`config.mk`:
```
export PLATFORM = sky130hd
export DESIGN_NAME = i2c_reg_target
export DESIGN_NICKNAME = d
export VERILOG_FILES = /design/src/rtl/i2c_tgt_pkg.sv /design/src/rtl/i2c_line_sync.sv /design/src/rtl/i2c_tgt_fsm.sv /design/src/rtl/i2c_reg_target.sv
export SDC_FILE = /design/constraint.sdc
export NUM_CORES = 1
export LEC_CHECK = 0
export BUFFER_PORTS_ARGS = -buffer_cell sky130_fd_sc_hd__buf_2
export CAP_MARGIN = 20
export CELL_PAD_IN_SITES_DETAIL_PLACEMENT = 1
export CELL_PAD_IN_SITES_GLOBAL_PLACEMENT = 2
export CORE_UTILIZATION = 36
export DETAILED_ROUTE_END_ITERATION = 12
export GPL_ROUTABILITY_DRIVEN = 0
export HOLD_SLACK_MARGIN = 0.03
export PLACE_DENSITY = 0.9
export SETUP_SLACK_MARGIN = 0.02
export SLEW_MARGIN = 20
export SYNTH_ARGS = -nofsm -noshare
export SYNTH_HDL_FRONTEND = slang
export SYNTH_SLANG_ARGS = --single-unit
```
`constraint.sdc`:
```
create_clock -name clk -period 5.3 [get_ports clk]
set_input_delay 0.795 -clock clk [delete_from_list [all_inputs] [get_ports clk]]
set_output_delay 0.795 -clock clk [all_outputs]
set_load 0.03 [all_outputs]
```
`src/rtl/i2c_tgt_pkg.sv`:
```
// Package: shared types for the I2C register-access target.
// Assumes: nothing beyond IEEE 1800-2017.
package i2c_tgt_pkg;

    typedef enum logic [3:0] {
        ST_IDLE,     // bus free, waiting for a start
        ST_DEV,      // shifting in target address and direction bit
        ST_DEV_ACK,  // address acknowledge slot
        ST_REG,      // shifting in register index
        ST_REG_ACK,  // index acknowledge slot
        ST_WDATA,    // shifting in write data (or awaiting repeated start)
        ST_WACK,     // write data acknowledge slot
        ST_RDATA,    // shifting out read data
        ST_RACK,     // host acknowledge slot after read byte
        ST_HOLD      // ignore bus until the next start or stop
    } tgt_state_t;

endpackage

```
`src/rtl/i2c_line_sync.sv`:
```
// Module: i2c_line_sync
// Brings SCL and SDA into the clk domain through STAGES flip-flops and
// flags SCL edges plus start and stop conditions, one cycle each.
// Assumes: clk runs at least 8x SCL, STAGES >= 2, lines idle high.
module i2c_line_sync #(
    parameter int STAGES = 2
) (
    input  logic clk,
    input  logic rst_n,
    input  logic scl_i,
    input  logic sda_i,
    output logic scl_lvl,
    output logic sda_lvl,
    output logic scl_rise,
    output logic scl_fall,
    output logic start_det,
    output logic stop_det
);

    logic [STAGES-1:0] scl_pipe;
    logic [STAGES-1:0] sda_pipe;
    logic              scl_q;
    logic              sda_q;

    // Synchronizer chains and one-cycle-delayed copies for edge detection.
    always_ff @(posedge clk) begin
        if (!rst_n) begin
            scl_pipe <= '1;
            sda_pipe <= '1;
            scl_q    <= 1'b1;
            sda_q    <= 1'b1;
        end else begin
            scl_pipe <= {scl_pipe[STAGES-2:0], scl_i};
            sda_pipe <= {sda_pipe[STAGES-2:0], sda_i};
            scl_q    <= scl_pipe[STAGES-1];
            sda_q    <= sda_pipe[STAGES-1];
        end
    end

    // Edge and bus-condition decode on the synchronized levels.
    always_comb begin
        scl_lvl   = scl_pipe[STAGES-1];
        sda_lvl   = sda_pipe[STAGES-1];
        scl_rise  = scl_lvl & ~scl_q;
        scl_fall  = ~scl_lvl & scl_q;
        start_det = scl_lvl & scl_q & sda_q & ~sda_lvl;
        stop_det  = scl_lvl & scl_q & ~sda_q & sda_lvl;
    end

endmodule

```
`src/rtl/i2c_tgt_fsm.sv`:
```
// Module: i2c_tgt_fsm
// Transfer sequencer: address match, index latch, one-byte write,
// random read, acknowledge generation and open-drain SDA control.
// Assumes: inputs come from i2c_line_sync; data sampled on SCL rise,
// drive changes only on SCL fall.
module i2c_tgt_fsm
    import i2c_tgt_pkg::*;
#(
    parameter logic [6:0] TGT_ADDR = 7'h2A,
    parameter int         NUM_REGS = 8
) (
    input  logic       clk,
    input  logic       rst_n,
    input  logic       scl_lvl,
    input  logic       sda_lvl,
    input  logic       scl_rise,
    input  logic       scl_fall,
    input  logic       start_det,
    input  logic       stop_det,
    output logic       sda_oe,
    output logic       reg_wr_en,
    output logic [7:0] reg_addr,
    output logic [7:0] reg_wr_data,
    input  logic [7:0] reg_rd_data
);

    localparam logic [8:0] REG_LIMIT = 9'(NUM_REGS);

    tgt_state_t state;
    logic [7:0] shreg;
    logic [2:0] bitcnt;
    logic       ack_on;
    logic       rw_q;
    logic [7:0] byte_in;

    // Byte as completed by the bit now on SDA.
    always_comb byte_in = {shreg[6:0], sda_lvl};

    // Main sequencer: conditions first, then per-state bit handling.
    always_ff @(posedge clk) begin
        if (!rst_n) begin
            state       <= ST_IDLE;
            shreg       <= '0;
            bitcnt      <= '0;
            ack_on      <= 1'b0;
            rw_q        <= 1'b0;
            sda_oe      <= 1'b0;
            reg_wr_en   <= 1'b0;
            reg_addr    <= '0;
            reg_wr_data <= '0;
        end else begin
            reg_wr_en <= 1'b0;
            if (stop_det) begin
                state  <= ST_IDLE;
                sda_oe <= 1'b0;
                ack_on <= 1'b0;
            end else if (start_det) begin
                state  <= ST_DEV;
                bitcnt <= '0;
                sda_oe <= 1'b0;
                ack_on <= 1'b0;
            end else begin
                case (state)
                    ST_DEV: if (scl_rise) begin
                        shreg  <= byte_in;
                        bitcnt <= bitcnt + 3'd1;
                        if (bitcnt == 3'd7) begin
                            rw_q  <= sda_lvl;
                            state <= (shreg[6:0] == TGT_ADDR) ? ST_DEV_ACK : ST_HOLD;
                        end
                    end
                    ST_REG: if (scl_rise) begin
                        shreg  <= byte_in;
                        bitcnt <= bitcnt + 3'd1;
                        if (bitcnt == 3'd7) begin
                            if ({1'b0, byte_in} < REG_LIMIT) begin
                                reg_addr <= byte_in;
                                state    <= ST_REG_ACK;
                            end else begin
                                state    <= ST_HOLD;
                            end
                        end
                    end
                    ST_WDATA: if (scl_rise) begin
                        shreg  <= byte_in;
                        bitcnt <= bitcnt + 3'd1;
                        if (bitcnt == 3'd7) begin
                            reg_wr_en   <= 1'b1;
                            reg_wr_data <= byte_in;
                            state       <= ST_WACK;
                        end
                    end
                    ST_DEV_ACK, ST_REG_ACK, ST_WACK: if (scl_fall) begin
                        if (!ack_on) begin
                            sda_oe <= 1'b1;
                            ack_on <= 1'b1;
                        end else begin
                            ack_on <= 1'b0;
                            bitcnt <= '0;
                            sda_oe <= 1'b0;
                            if (state == ST_DEV_ACK && rw_q) begin
                                shreg  <= reg_rd_data;
                                sda_oe <= ~reg_rd_data[7];
                                state  <= ST_RDATA;
                            end else if (state == ST_DEV_ACK) begin
                                state  <= ST_REG;
                            end else if (state == ST_REG_ACK) begin
                                state  <= ST_WDATA;
                            end else begin
                                state  <= ST_HOLD;
                            end
                        end
                    end
                    ST_RDATA: if (scl_fall) begin
                        if (bitcnt == 3'd7) begin
                            sda_oe <= 1'b0;
                            state  <= ST_RACK;
                        end else begin
                            sda_oe <= ~shreg[6];
                            shreg  <= {shreg[6:0], 1'b0};
                            bitcnt <= bitcnt + 3'd1;
                        end
                    end
                    ST_RACK: if (scl_rise) state <= ST_HOLD;
                    default: ;
                endcase
            end
        end
    end

    // Drive may only move while SCL is low.
    AST_SDA_HOLD_SCL_HIGH: assert property (@(posedge clk) disable iff (!rst_n)
        !$stable(sda_oe) |-> !scl_lvl);
    // A stop always frees the line and idles.
    AST_STOP_RELEASE: assert property (@(posedge clk) disable iff (!rst_n)
        stop_det |=> (!sda_oe && state == ST_IDLE));
    // A start always restarts address matching.
    AST_START_RESTART: assert property (@(posedge clk) disable iff (!rst_n)
        (start_det && !stop_det) |=> (state == ST_DEV));
    // Ignoring the bus means never pulling SDA.
    AST_HOLD_QUIET: assert property (@(posedge clk) disable iff (!rst_n)
        (state == ST_HOLD) |-> !sda_oe);
    // Write strobe lasts one cycle.
    AST_WR_SINGLE_PULSE: assert property (@(posedge clk) disable iff (!rst_n)
        reg_wr_en |=> !reg_wr_en);
    // Writes only target implemented registers.
    AST_WR_PTR_RANGE: assert property (@(posedge clk) disable iff (!rst_n)
        reg_wr_en |-> ({1'b0, reg_addr} < REG_LIMIT));

endmodule

```
`src/rtl/i2c_reg_target.sv`:
```
// Module: i2c_reg_target (top)
// I2C target exposing NUM_REGS 8-bit registers through a parallel port.
// Assumes: clk >= 8x SCL, external pull-up, register file outside.
module i2c_reg_target #(
    parameter logic [6:0] TGT_ADDR    = 7'h2A,
    parameter int         NUM_REGS    = 8,
    parameter int         SYNC_STAGES = 2
) (
    input  logic       clk,
    input  logic       rst_n,
    input  logic       scl_i,
    input  logic       sda_i,
    output logic       sda_oe,
    output logic       reg_wr_en,
    output logic [7:0] reg_addr,
    output logic [7:0] reg_wr_data,
    input  logic [7:0] reg_rd_data
);

    logic scl_lvl, sda_lvl, scl_rise, scl_fall, start_det, stop_det;

    i2c_line_sync #(.STAGES(SYNC_STAGES)) u_sync (
        .clk       (clk),
        .rst_n     (rst_n),
        .scl_i     (scl_i),
        .sda_i     (sda_i),
        .scl_lvl   (scl_lvl),
        .sda_lvl   (sda_lvl),
        .scl_rise  (scl_rise),
        .scl_fall  (scl_fall),
        .start_det (start_det),
        .stop_det  (stop_det)
    );

    i2c_tgt_fsm #(.TGT_ADDR(TGT_ADDR), .NUM_REGS(NUM_REGS)) u_fsm (
        .clk         (clk),
        .rst_n       (rst_n),
        .scl_lvl     (scl_lvl),
        .sda_lvl     (sda_lvl),
        .scl_rise    (scl_rise),
        .scl_fall    (scl_fall),
        .start_det   (start_det),
        .stop_det    (stop_det),
        .sda_oe      (sda_oe),
        .reg_wr_en   (reg_wr_en),
        .reg_addr    (reg_addr),
        .reg_wr_data (reg_wr_data),
        .reg_rd_data (reg_rd_data)
    );

endmodule

```
Word level (Yosys, flattened, before mapping)

Index checks and enable logic that the tools add are counted.

Add/subtract/negate cells: 1
Order comparisons: 1
Equality and inequality tests: 37
Mux-type cells: 40
Bitwise logic cells: 18
Reductions and logical operators: 20

Operator list:

| operator                                           | count |
|---|---|
| 2-to-1 mux 4 bit                                   | 16 |
| 2-to-1 mux 7 bit                                   | 6 |
| case mux 4 bit (6 select lines)                    | 1 |
| AND reduction 12 bit                               | 2 |
| != test 3 bit, second input constant               | 7 |
| case mux 7 bit (3 select lines)                    | 1 |
| 2-to-1 mux 3 bit                                   | 6 |
| == test 4 x 3 -> 1 bit, second input constant      | 4 |
| != test 3 x 2 -> 1 bit, second input constant      | 5 |
| != test 2 x 1 -> 1 bit, second input constant      | 7 |
| != test 2 bit, second input constant               | 7 |
| NOT 1 bit                                          | 11 |
| AND reduction 5 bit                                | 2 |
| case mux 3 bit (3 select lines)                    | 1 |
| AND reduction 9 bit                                | 1 |
| OR reduction 3 bit                                 | 3 |
| == test 4 x 2 -> 1 bit, second input constant      | 2 |
| < comparator 8 x 4 -> 1 bit, second input constant | 1 |
| 2-to-1 mux 1 bit                                   | 8 |
| AND 1 bit                                          | 7 |
| == test 7 x 6 -> 1 bit, second input constant      | 1 |
| AND reduction 7 bit                                | 1 |
| nonzero test 7 bit                                 | 1 |
| AND reduction 6 bit                                | 1 |
| other kinds (15)                                   | 15 |

Bits in registers: 40
Input bits: 12
Output and inout port bits: 18
Logic and storage cells: 131

Longest topological paths before layout

Gate-level depths: netlist of the first run.

Depth in word-level cells: 8
Gate-level depth with buffers: 9
Mapped depth without buffers: 7

Hierarchy

A second synthesis of the first run with hierarchy kept.

Cell total of the unflattened synthesis: 201
Area total of the unflattened synthesis: 1,833.0 um^2

Modules (own cells, without submodules):

| module        | times used | cells an instance | area each (um^2) | seq. area each (um^2) |
|---|---|---|---|---|
| i2c_tgt_fsm   | 1          | 185               | 1,642.8          | 680.7 |
| i2c_line_sync | 1          | 16                | 190.2            | 120.1 |

Least setup slack after synthesis of the first run

No wires, ideal clock.

Path type: flip-flop to flip-flop
Start point: register u_fsm.bitcnt[0]
End point: register u_fsm.bitcnt[1]
Setup time: 0.070 ns
Data arrival time: 2.096 ns
Required time: 5.230 ns
Setup slack: 3.134 ns
Stages on the path, launching flop included: 9
Buffers on the path: 1
Clock period less this slack: 2.166 ns
Cell sequence: dfxtp_1 > ha_1 > ha_1 > nand3b_1 > nor2_1 > or4b_1 > buf_2 > or4b_1 > a21oi_1

Longest elaborated chain between the ends: 5
Elaborated cells between the ends (all ways): 9
Classes of those cells: add/sub: 1; eq/ne: 2; mux: 5; reduce/logical: 1

Ends and longest elaborated chain:

| what                            | RTL line           | text |
|---|---|---|
| start, declared                 | i2c_tgt_fsm.sv:31  | `logic [2:0] bitcnt;` |
| start signal, assigned          | i2c_tgt_fsm.sv:66  | `bitcnt <= bitcnt + 3'd1;` |
| start signal, assigned          | i2c_tgt_fsm.sv:74  | `bitcnt <= bitcnt + 3'd1;` |
| start signal, assigned          | i2c_tgt_fsm.sv:86  | `bitcnt <= bitcnt + 3'd1;` |
| adder 3 x 1 -> 3 bit            | n/a                |  |
| 2-to-1 mux 3 bit                | i2c_tgt_fsm.sv:115 | `if (bitcnt == 3'd7) begin` |
| 2-to-1 mux 3 bit                | i2c_tgt_fsm.sv:114 | `ST_RDATA: if (scl_fall) begin` |
| case mux 3 bit (3 select lines) | i2c_tgt_fsm.sv:63  | `case (state)` |
| 2-to-1 mux 3 bit                | i2c_tgt_fsm.sv:57  | `end else if (start_det) begin` |

Several ways; a longest one is shown, not always the timed one. The select of a mux whose other input is x is not followed.
A chain may end at the register's enable or synchronous reset.

Final worst setup path of the first run

Start point: register u_fsm.state[3]
End point: register u_fsm.bitcnt[2]

Longest elaborated chain between the ends: 4
Elaborated cells between the ends (all ways): 18
Classes of those cells: eq/ne: 12; mux: 2; reduce/logical: 4

Ends and longest elaborated chain:

| what                                                              | RTL line          | text |
|---|---|---|
| start, declared                                                   | i2c_tgt_fsm.sv:29 | `tgt_state_t state;` |
| start signal, assigned                                            | i2c_tgt_fsm.sv:69 | `state <= (shreg[6:0] == TGT_ADDR) ? ST_DEV_ACK : ST_HOLD;` |
| == test 4 x 3 -> 1 bit, or another cell as far along              | i2c_tgt_fsm.sv:63 |  |
| OR reduction 3 bit, on equally long branches                      | n/a               |  |
| != test 3 x 2 -> 1 bit (no line), or another cell as far along    | n/a               |  |
| AND reduction 7 bit (no line) or 2-to-1 mux 3 bit (tied branches) | n/a               |  |

Several ways; a longest one is shown, not always the timed one.

==> summary.md, run 1 <==
| Metric | Value |
|---|---|
| All-Layer GR Usage | 0.1874 |
| Final ANT Viol Nets | 0 |
| Die Ht | 73.89 um |
| Slowest CP cell | or4b_1 |
| Register area | 800.8 um2 |
| Main synth FF type | dfxtp_1 |
| Die area | approximately 5500 um2 |
| Slowest Stage Delay on Critical Path | 0.82 ns |
| Outcome | completed |
| Worst vdd rail ir drop | between 0.00015 and 0.0002 V |
| Mean Syn Cell Area | 9.032 um2 |
| CTS tree | yes |
| Max frequency | 380.6 MHz |
| CP Data Required Time | 5.53 ns |
| Max_cap viols | 0 |
| I/O pins | 30 |
| Initial Util | 0.3837 |
| Worst-margin pin slew | 0.9876 ns |
| Crit path top cell by count | or4b_1 |
| Leakage Power | 0.9433 nW |
| Seq pwr share | 0.494 |
| Bufs and invs on worst path | 0 |
| Total CTS buffers | 5 |
| Synthesized flop and latch total | 40 |
| Clk buf depth | 2 |
| RR Startpoint | u_fsm.state[3] |
| Multi-input gate area | 994.7 um2 |
| Die Span X | 73.89 um |
| Most common cell after layout, fill and taps aside | dfxtp_1 |
| HP Start | u_sync.scl_pipe[0] |
| RSZ-0062 raised after global routing | false |
| Register area share after synthesis | 0.4304 |
| Via count | 1595 |
| Syn_nets | 220 |
| Setup CP Type | flip-flop to flip-flop |
| Setup violators final | 0 |
| Final slew viol count | 0 |
| Asr flop ratio synth | 0 |
| CORE AREA | ~4800 um2 |
| Clk Latency, worst-skew pair | 0.30 ns |
| Setup Fix Bufs, Post-CTS | 0 |
| Layout overhead on the synthesized area | 16.34% |
| Ys Warns | 0 |
| Share of cells above drive strength 1 | 0.1703 |
| Net Sw Power | ~0.00013 W |
| Crit-path cells | nand3b_1 -> nor2_1 -> or4b_1 -> or4b_1 -> a21oi_1 |
| Logic pwr share | 0.038 |
| Crit path max-delay family | simple AND/OR/NAND/NOR gates |
| Reg clk slew, reported paths | ~0.08 ns |
| Most frequent cells in the layout | 40 x dfxtp_1, 29 x buf_2, 23 x nor2_1 |
| Crit path launch | u_fsm.state[3] |
| CP endpoint kind | flip-flop |
| Std-Cell Rows | 25 |
| Final wirelength | 4.556 mm |
| Crit Path Max Fanout | 20 |
| Setup TNS | 0 ns |
| Post-cts sizing count | 0 |
| Routed len/inst | 15.39 um |
| Drt pass-1 iters | 4 |
| Pint | 0.0004979 W |
| DPL Wire Length | 3.076 mm |
| Setup WS pre-CTS | 2.737 ns |
| First-pass GRT wire length | about 7.6 mm |
| Final hold violation count | 0 |
| Remaining global-route overflow | 0 |
| Setup ws final | roughly 2.7 ns |
| Pwr Total | 0.0006240 W |
| # diodes | 0 |
| Hold Path Class | flip-flop to flip-flop |
| Number of DRC markers in iteration 0 | roughly 130 |
| Number of synthesized flops with an enable pin | 0 |
| # hold bufs at CTS | 0 |
| Via/cell ratio | 5.389 |
| Root Driver | clkbuf_8 |
| Port bufs | 29 |
| Post-detailed-route DRC marker count | 0 |
| WP data arrival | approximately 2.9 ns |
| Fill count | 587 |
| Power Dens Cells | just under 300 nW/um2 |
| Clock power share | 0.468 |
| Post-synth design cell area | between 1500 and 2000 um2 |
| Final net count | 243 |
| Hold WS | 0.4179 ns |
| Switch share | 0.2020 |
| Clk sink count | 40 |
| Post-route minimum period | between 2 and 3 ns |
| # H-tree levels | 2 |
| Antenna violations before repair | 0 |
| Yosys cell types | 45 |
| Final Cycle Share | 0.4957 |
| Skew final | 0.005016 ns |
| Vias in the first global route | 1535 |
| Syn Inst Count | 206 |
| Worst rel slew slack | 0.3380 |
| Final core occ | 0.4465 |
| Largest net degree at the start of global routing | 22 |
| Setup crit start kind | flip-flop |
-- worst paths after layout --
kind / to / cells after the start / slack [ns]
max: u_fsm.bitcnt[2] / 5 / 2.67
max reg2reg: u_fsm.bitcnt[2] / 5 / 2.67
min: u_sync.scl_pipe[1] / 1 / 0.42
min reg2reg: u_sync.scl_pipe[1] / 1 / 0.42
-- logic make-up after synthesis --
logic type | Yosys count | synth area share
buffers and inverters | 16 | 0.03497
adders and majority gates | 2 | 0.01345
AOI/OAI and AO/OA | 43 | 0.1473
DFF | 40 | 0.4304
xor gates and xnor gates | 2 | 0.009417
muxes | 21 | 0.1130
and+or+nand+nor | 82 | 0.2515
-- routing by layer --
layer | wire length, um | up-vias | global-route usage
met5 | 0 | - | 0
met4 | 87 | 0 | 0.07906
met2 | 2143 | 31 | 0.2885
met3 | 157 | 11 | 0.03841
met1 | 2168 | 768 | 0.2536
li1 | - | 785 | -
-- power groups by stage --
stage	Clock (W)	Sequential (W)	Combinational, W
after global routing	0.000309	0.000309	0.0000264
final	0.000292	0.000308	0.0000234
after floorplan	0	0.000311	0.0000184
after CTS	0.000295	0.000308	0.0000238
after global placement	0	0.000315	0.0000231
after detailed placement	0	0.000315	0.0000233
-- sequential cells by signal, summed over array words and instances, names as in the netlist --
signal,cells
u_fsm.reg_wr_en,1
u_fsm.state,4
u_fsm.reg_addr,8
u_fsm.sda_oe,1
u_sync.sda_pipe,2
u_sync.scl_q,1
u_sync.scl_pipe,2
u_fsm.rw_q,1
u_fsm.shreg,7
u_fsm.bitcnt,3
u_sync.sda_q,1
u_fsm.reg_wr_data,8
u_fsm.ack_on,1
-- cell type report --
type | count | area share
clock buffers | 5 | 0.03179
clock inverters | 2 | 0.02775
inverters | 3 | 0.005202
multi-input cells | 150 | 0.4595
flip-flops and latches | 40 | 0.3699
well taps | 67 | 0.03873
repair buffers | 29 | 0.06705
-- cell usage after synthesis, types with 2 or more instances --
master | count | area (um2)
dfxtp_1 | 40 | 800.8
mux2i_1 | 21 | 210.2
or3_1 | 7 | 43.79
o221ai_1 | 2 | 17.52
nor2b_1 | 7 | 43.79
nand4b_1 | 3 | 26.28
o21a_1 | 2 | 15.01
or4_1 | 2 | 15.01
a21oi_1 | 10 | 50.05
o211ai_1 | 2 | 15.01
nand3b_1 | 2 | 15.01
o41ai_1 | 2 | 17.52
and3_1 | 6 | 37.54
nor3_1 | 3 | 15.01
ha_1 | 2 | 25.02
or2_1 | 2 | 12.51
nand2b_1 | 10 | 62.56
clkbuf_1 | 8 | 30.03
nor4_1 | 4 | 25.02
nor2_1 | 23 | 86.33
o21ai_0 | 4 | 20.02
nand2_1 | 6 | 22.52
o21ai_1 | 10 | 50.05
inv_1 | 2 | 7.510
buf_2 | 4 | 20.02
or4b_1 | 3 | 30.03
-- worst reg2reg max path, cell delays in order (launching register included) --
cell      delay, ns
dfxtp_1        0.70
nand3b_1       0.27
nor2_1         0.06
or4b_1         0.82
or4b_1         0.58
a21oi_1        0.15
-- metrics by stage --
step	std cells	cell area (um2)
2_1_floorplan	206	1861
3_3_place_gp	289	2036
3_5_place_dp	289	2036
4_1_cts	296	2165
5_1_grt	296	2165
6_report	296	2165
Power figures use the tool's default switching activity.
==> run 2: changes to the inputs <==
--- a/config.mk
+++ b/config.mk
@@ -9,11 +9,11 @@
 export CAP_MARGIN = 20
 export CELL_PAD_IN_SITES_DETAIL_PLACEMENT = 1
 export CELL_PAD_IN_SITES_GLOBAL_PLACEMENT = 2
-export CORE_UTILIZATION = 36
+export CORE_UTILIZATION = 30
 export DETAILED_ROUTE_END_ITERATION = 12
 export GPL_ROUTABILITY_DRIVEN = 0
 export HOLD_SLACK_MARGIN = 0.03
-export PLACE_DENSITY = 0.9
+export PLACE_DENSITY = 0.8
 export SETUP_SLACK_MARGIN = 0.02
 export SLEW_MARGIN = 20
 export SYNTH_ARGS = -nofsm -noshare
==> constraint.sdc (replaced) <==
create_clock -name clk -period 2.2 [get_ports clk]
set_input_delay 0.33 -clock clk [delete_from_list [all_inputs] [get_ports clk]]
set_output_delay 0.33 -clock clk [all_outputs]
set_load 0.03 [all_outputs]
==> run 2 against run 1 <==
Against the previous run: non-clock buffer count increased by 21; flip-flop and latch count is the same; total power is 130% higher; sequential power increased by 140%; clock skew grew 0.0012 ns; setup slack got worse by 2.6 ns; critical endpoint is now u_fsm.bitcnt[0].
==> summary.md, run 2 (synthesized netlist as in run 1, its figures left out) <==
| Metric | Value |
|---|---|
| Post-route minimum period | 2.138 ns (-0.4889 ns) |
| DP Cell Count | 314 (+8.7%) |
| Routed len/inst | 15.18 um (-1.4%) |
| Setup WS pre-CTS | -0.01492 ns (-2.752 ns) |
| Die Span X | 80.75 um (+9.3%) |
| Setup ws final | 0.06158 ns (-2.611 ns) |
| # diodes | 0 (unchanged) |
| Worst rel slew slack | 0.5399 (+0.2019) |
| Via/cell ratio | 5.025 (-6.8%) |
| RSZ-0062 raised after global routing | true |
| WP data arrival | 2.37 ns (-0.49 ns) |
| DPL Wire Length | 3.354 mm (+9.1%) |
| Remaining global-route overflow | 0 (unchanged) |
| Number of DRC markers in iteration 0 | 102 (-21%) |
| Max frequency | 467.6 MHz (+23%) |
| Worst vdd rail ir drop | 0.0003427 V (+120%) |
| Share of cells above drive strength 1 | 0.2789 (+0.1086) |
| Root Driver | clkbuf_8 |
| Clk buf depth | 2 (unchanged) |
| Leakage Power | 1.041 nW (+10%) |
| Via count | 1638 (+2.7%) |
| Layout overhead on the synthesized area | 27.37% |
| Worst-margin pin slew | 0.6894 ns (-0.2983 ns) |
| Die area | 6521 um2 (+19%) |
| Most frequent cells in the layout | 38 x dfxtp_1, 30 x buf_2, 23 x nor2_1 |
| Hold Path Class | primary input to flip-flop |
| CP endpoint kind | flip-flop |
| Final ANT Viol Nets | 0 (unchanged) |
| Skew final | 0.006174 ns (+0.001158 ns) |
| Final net count | 264 (+8.6%) |
| I/O pins | 30 (unchanged) |
| Power Dens Cells | 599.7 nW/um2 (+110%) |
| Reg clk slew, reported paths | 0.08 ns (about the same) |
| Std-Cell Rows | 28 (+12%) |
| All-Layer GR Usage | 0.1696 (-0.01780) |
| DP Area | 2173 um2 (+6.8%) |
| Crit Path Max Fanout | 5 (-75%) |
| Die Ht | 80.75 um (+9.3%) |
| Largest net degree at the start of global routing | 22 (unchanged) |
| Crit-path cells | ha_4 -> ha_4 -> nand3b_1 -> nor2_1 -> or4b_4 -> buf_6 -> or4_4 -> a21oi_2 |
| Post-detailed-route DRC marker count | 0 (unchanged) |
| Final Non-Filler Cells | 326 (+10%) |
| Final Cycle Share | 0.9720 (+0.4763) |
| Initial Util | 0.3124 (-0.07135) |
| CP Data Required Time | 2.43 ns (-3.10 ns) |
| Setup violators final | 0 (unchanged) |
| First-pass GRT wire length | 8.342 mm (+9.2%) |
| Slowest Stage Delay on Critical Path | 0.55 ns (-0.27 ns) |
| Setup CP Type | flip-flop to flip-flop |
| Drt pass-1 iters | 4 (unchanged) |
| Total CTS buffers | 5 (unchanged) |
| Setup crit start kind | flip-flop |
| Final wirelength | 4.950 mm (+8.6%) |
| Crit path top cell by count | ha_4 |
| # hold bufs at CTS | 0 (unchanged) |
| Register area | 803.3 um2 (+0.31%) |
| Max_cap viols | 0 (unchanged) |
| Port bufs | 29 (unchanged) |
| Clk sink count | 40 (unchanged) |
| CTS tree | yes |
| Largest registers | u_fsm.reg_addr x8, u_fsm.reg_wr_data x8, u_fsm.shreg x7 |
| Vias in the first global route | 1670 (+8.8%) |
| Most common cell after layout, fill and taps aside | dfxtp_1 |
| CORE AREA | 5956 um2 (+23%) |
| Clk Latency, worst-skew pair | 0.30 ns (about the same) |
| Fill count | 723 (+23%) |
| Slowest CP cell | or4b_4 |
| Final hold violation count | 0 (unchanged) |
| Outcome | completed |
| Multi-input gate area | 1042 um2 (+4.8%) |
| Final instance area | 2370 um2 (+9.5%) |
| # H-tree levels | 2 (unchanged) |
| Final slew viol count | 0 (unchanged) |
| Antenna violations before repair | 0 (unchanged) |
| Hold WS | 0.2009 ns (-0.2170 ns) |
==> run 2: metrics by stage <==
stage	setup TNS, ns	total power, W	util
after floorplan	0	0.0007946	-
after global placement	0	0.0008249	0.3649
after detailed placement	-0.03175	0.0008249	0.3649
after CTS	0	0.001437	0.3895
after global routing	-0.01059	0.001478	0.3979
final	0	0.001421	0.3979
==> run 2: path summary, 6_finish.rpt <==
| check | depth (start not counted) | startpoint | endpoint | slack, ns |
|---|---|---|---|---|
| max | 8 | u_fsm.bitcnt[0] | u_fsm.bitcnt[0] | 0.06 |
| min | 2 | scl_i | u_sync.scl_pipe[0] | 0.20 |
| max reg2reg | 8 | u_fsm.bitcnt[0] | u_fsm.bitcnt[0] | 0.06 |
| min reg2reg | 1 | u_sync.sda_pipe[0] | u_sync.sda_pipe[1] | 0.41 |
==> run 2: routing by layer <==
layer  vias up  wire [um]  track usage
li1        829          -            -
met1       781       2368       0.2296
met2        22       2375       0.2653
met3         6        121      0.03371
met4         0         85      0.06429
met5         -          0            0
==> run 2: repair_timing <==
action	CTS	global route
resized for setup	4	9
pin swaps	2	6
setup endpoints to repair	7	10
setup buffers	3	0
gates cloned	0	1
==> run 2: area by class of cell <==
cell class,instances,share of cell area
Inverter,3,0.004752
Sequential cell,40,0.3390
Tap cell,75,0.03960
Clock inverter,3,0.01795
Timing Repair Buffer,50,0.1299
Clock buffer,5,0.02904
Multi-Input combinational cell,150,0.4398
==> run 2: worst max-delay path: cells and delay by family, from the launching register on <==
kind                       cells  cell delay [ns]
AOI/OAI and AO/OA              1             0.15
adders and majority gates      2             0.31
and+or+nand+nor                4             1.12
DFF                            1             0.35
buffers and inverters          1             0.14
==> run 2: power by group <==
part,internal [W],switching [W]
Sequential,0.000730,0.00000507
Clock,0.000336,0.000275
Combinational,0.0000308,0.0000448
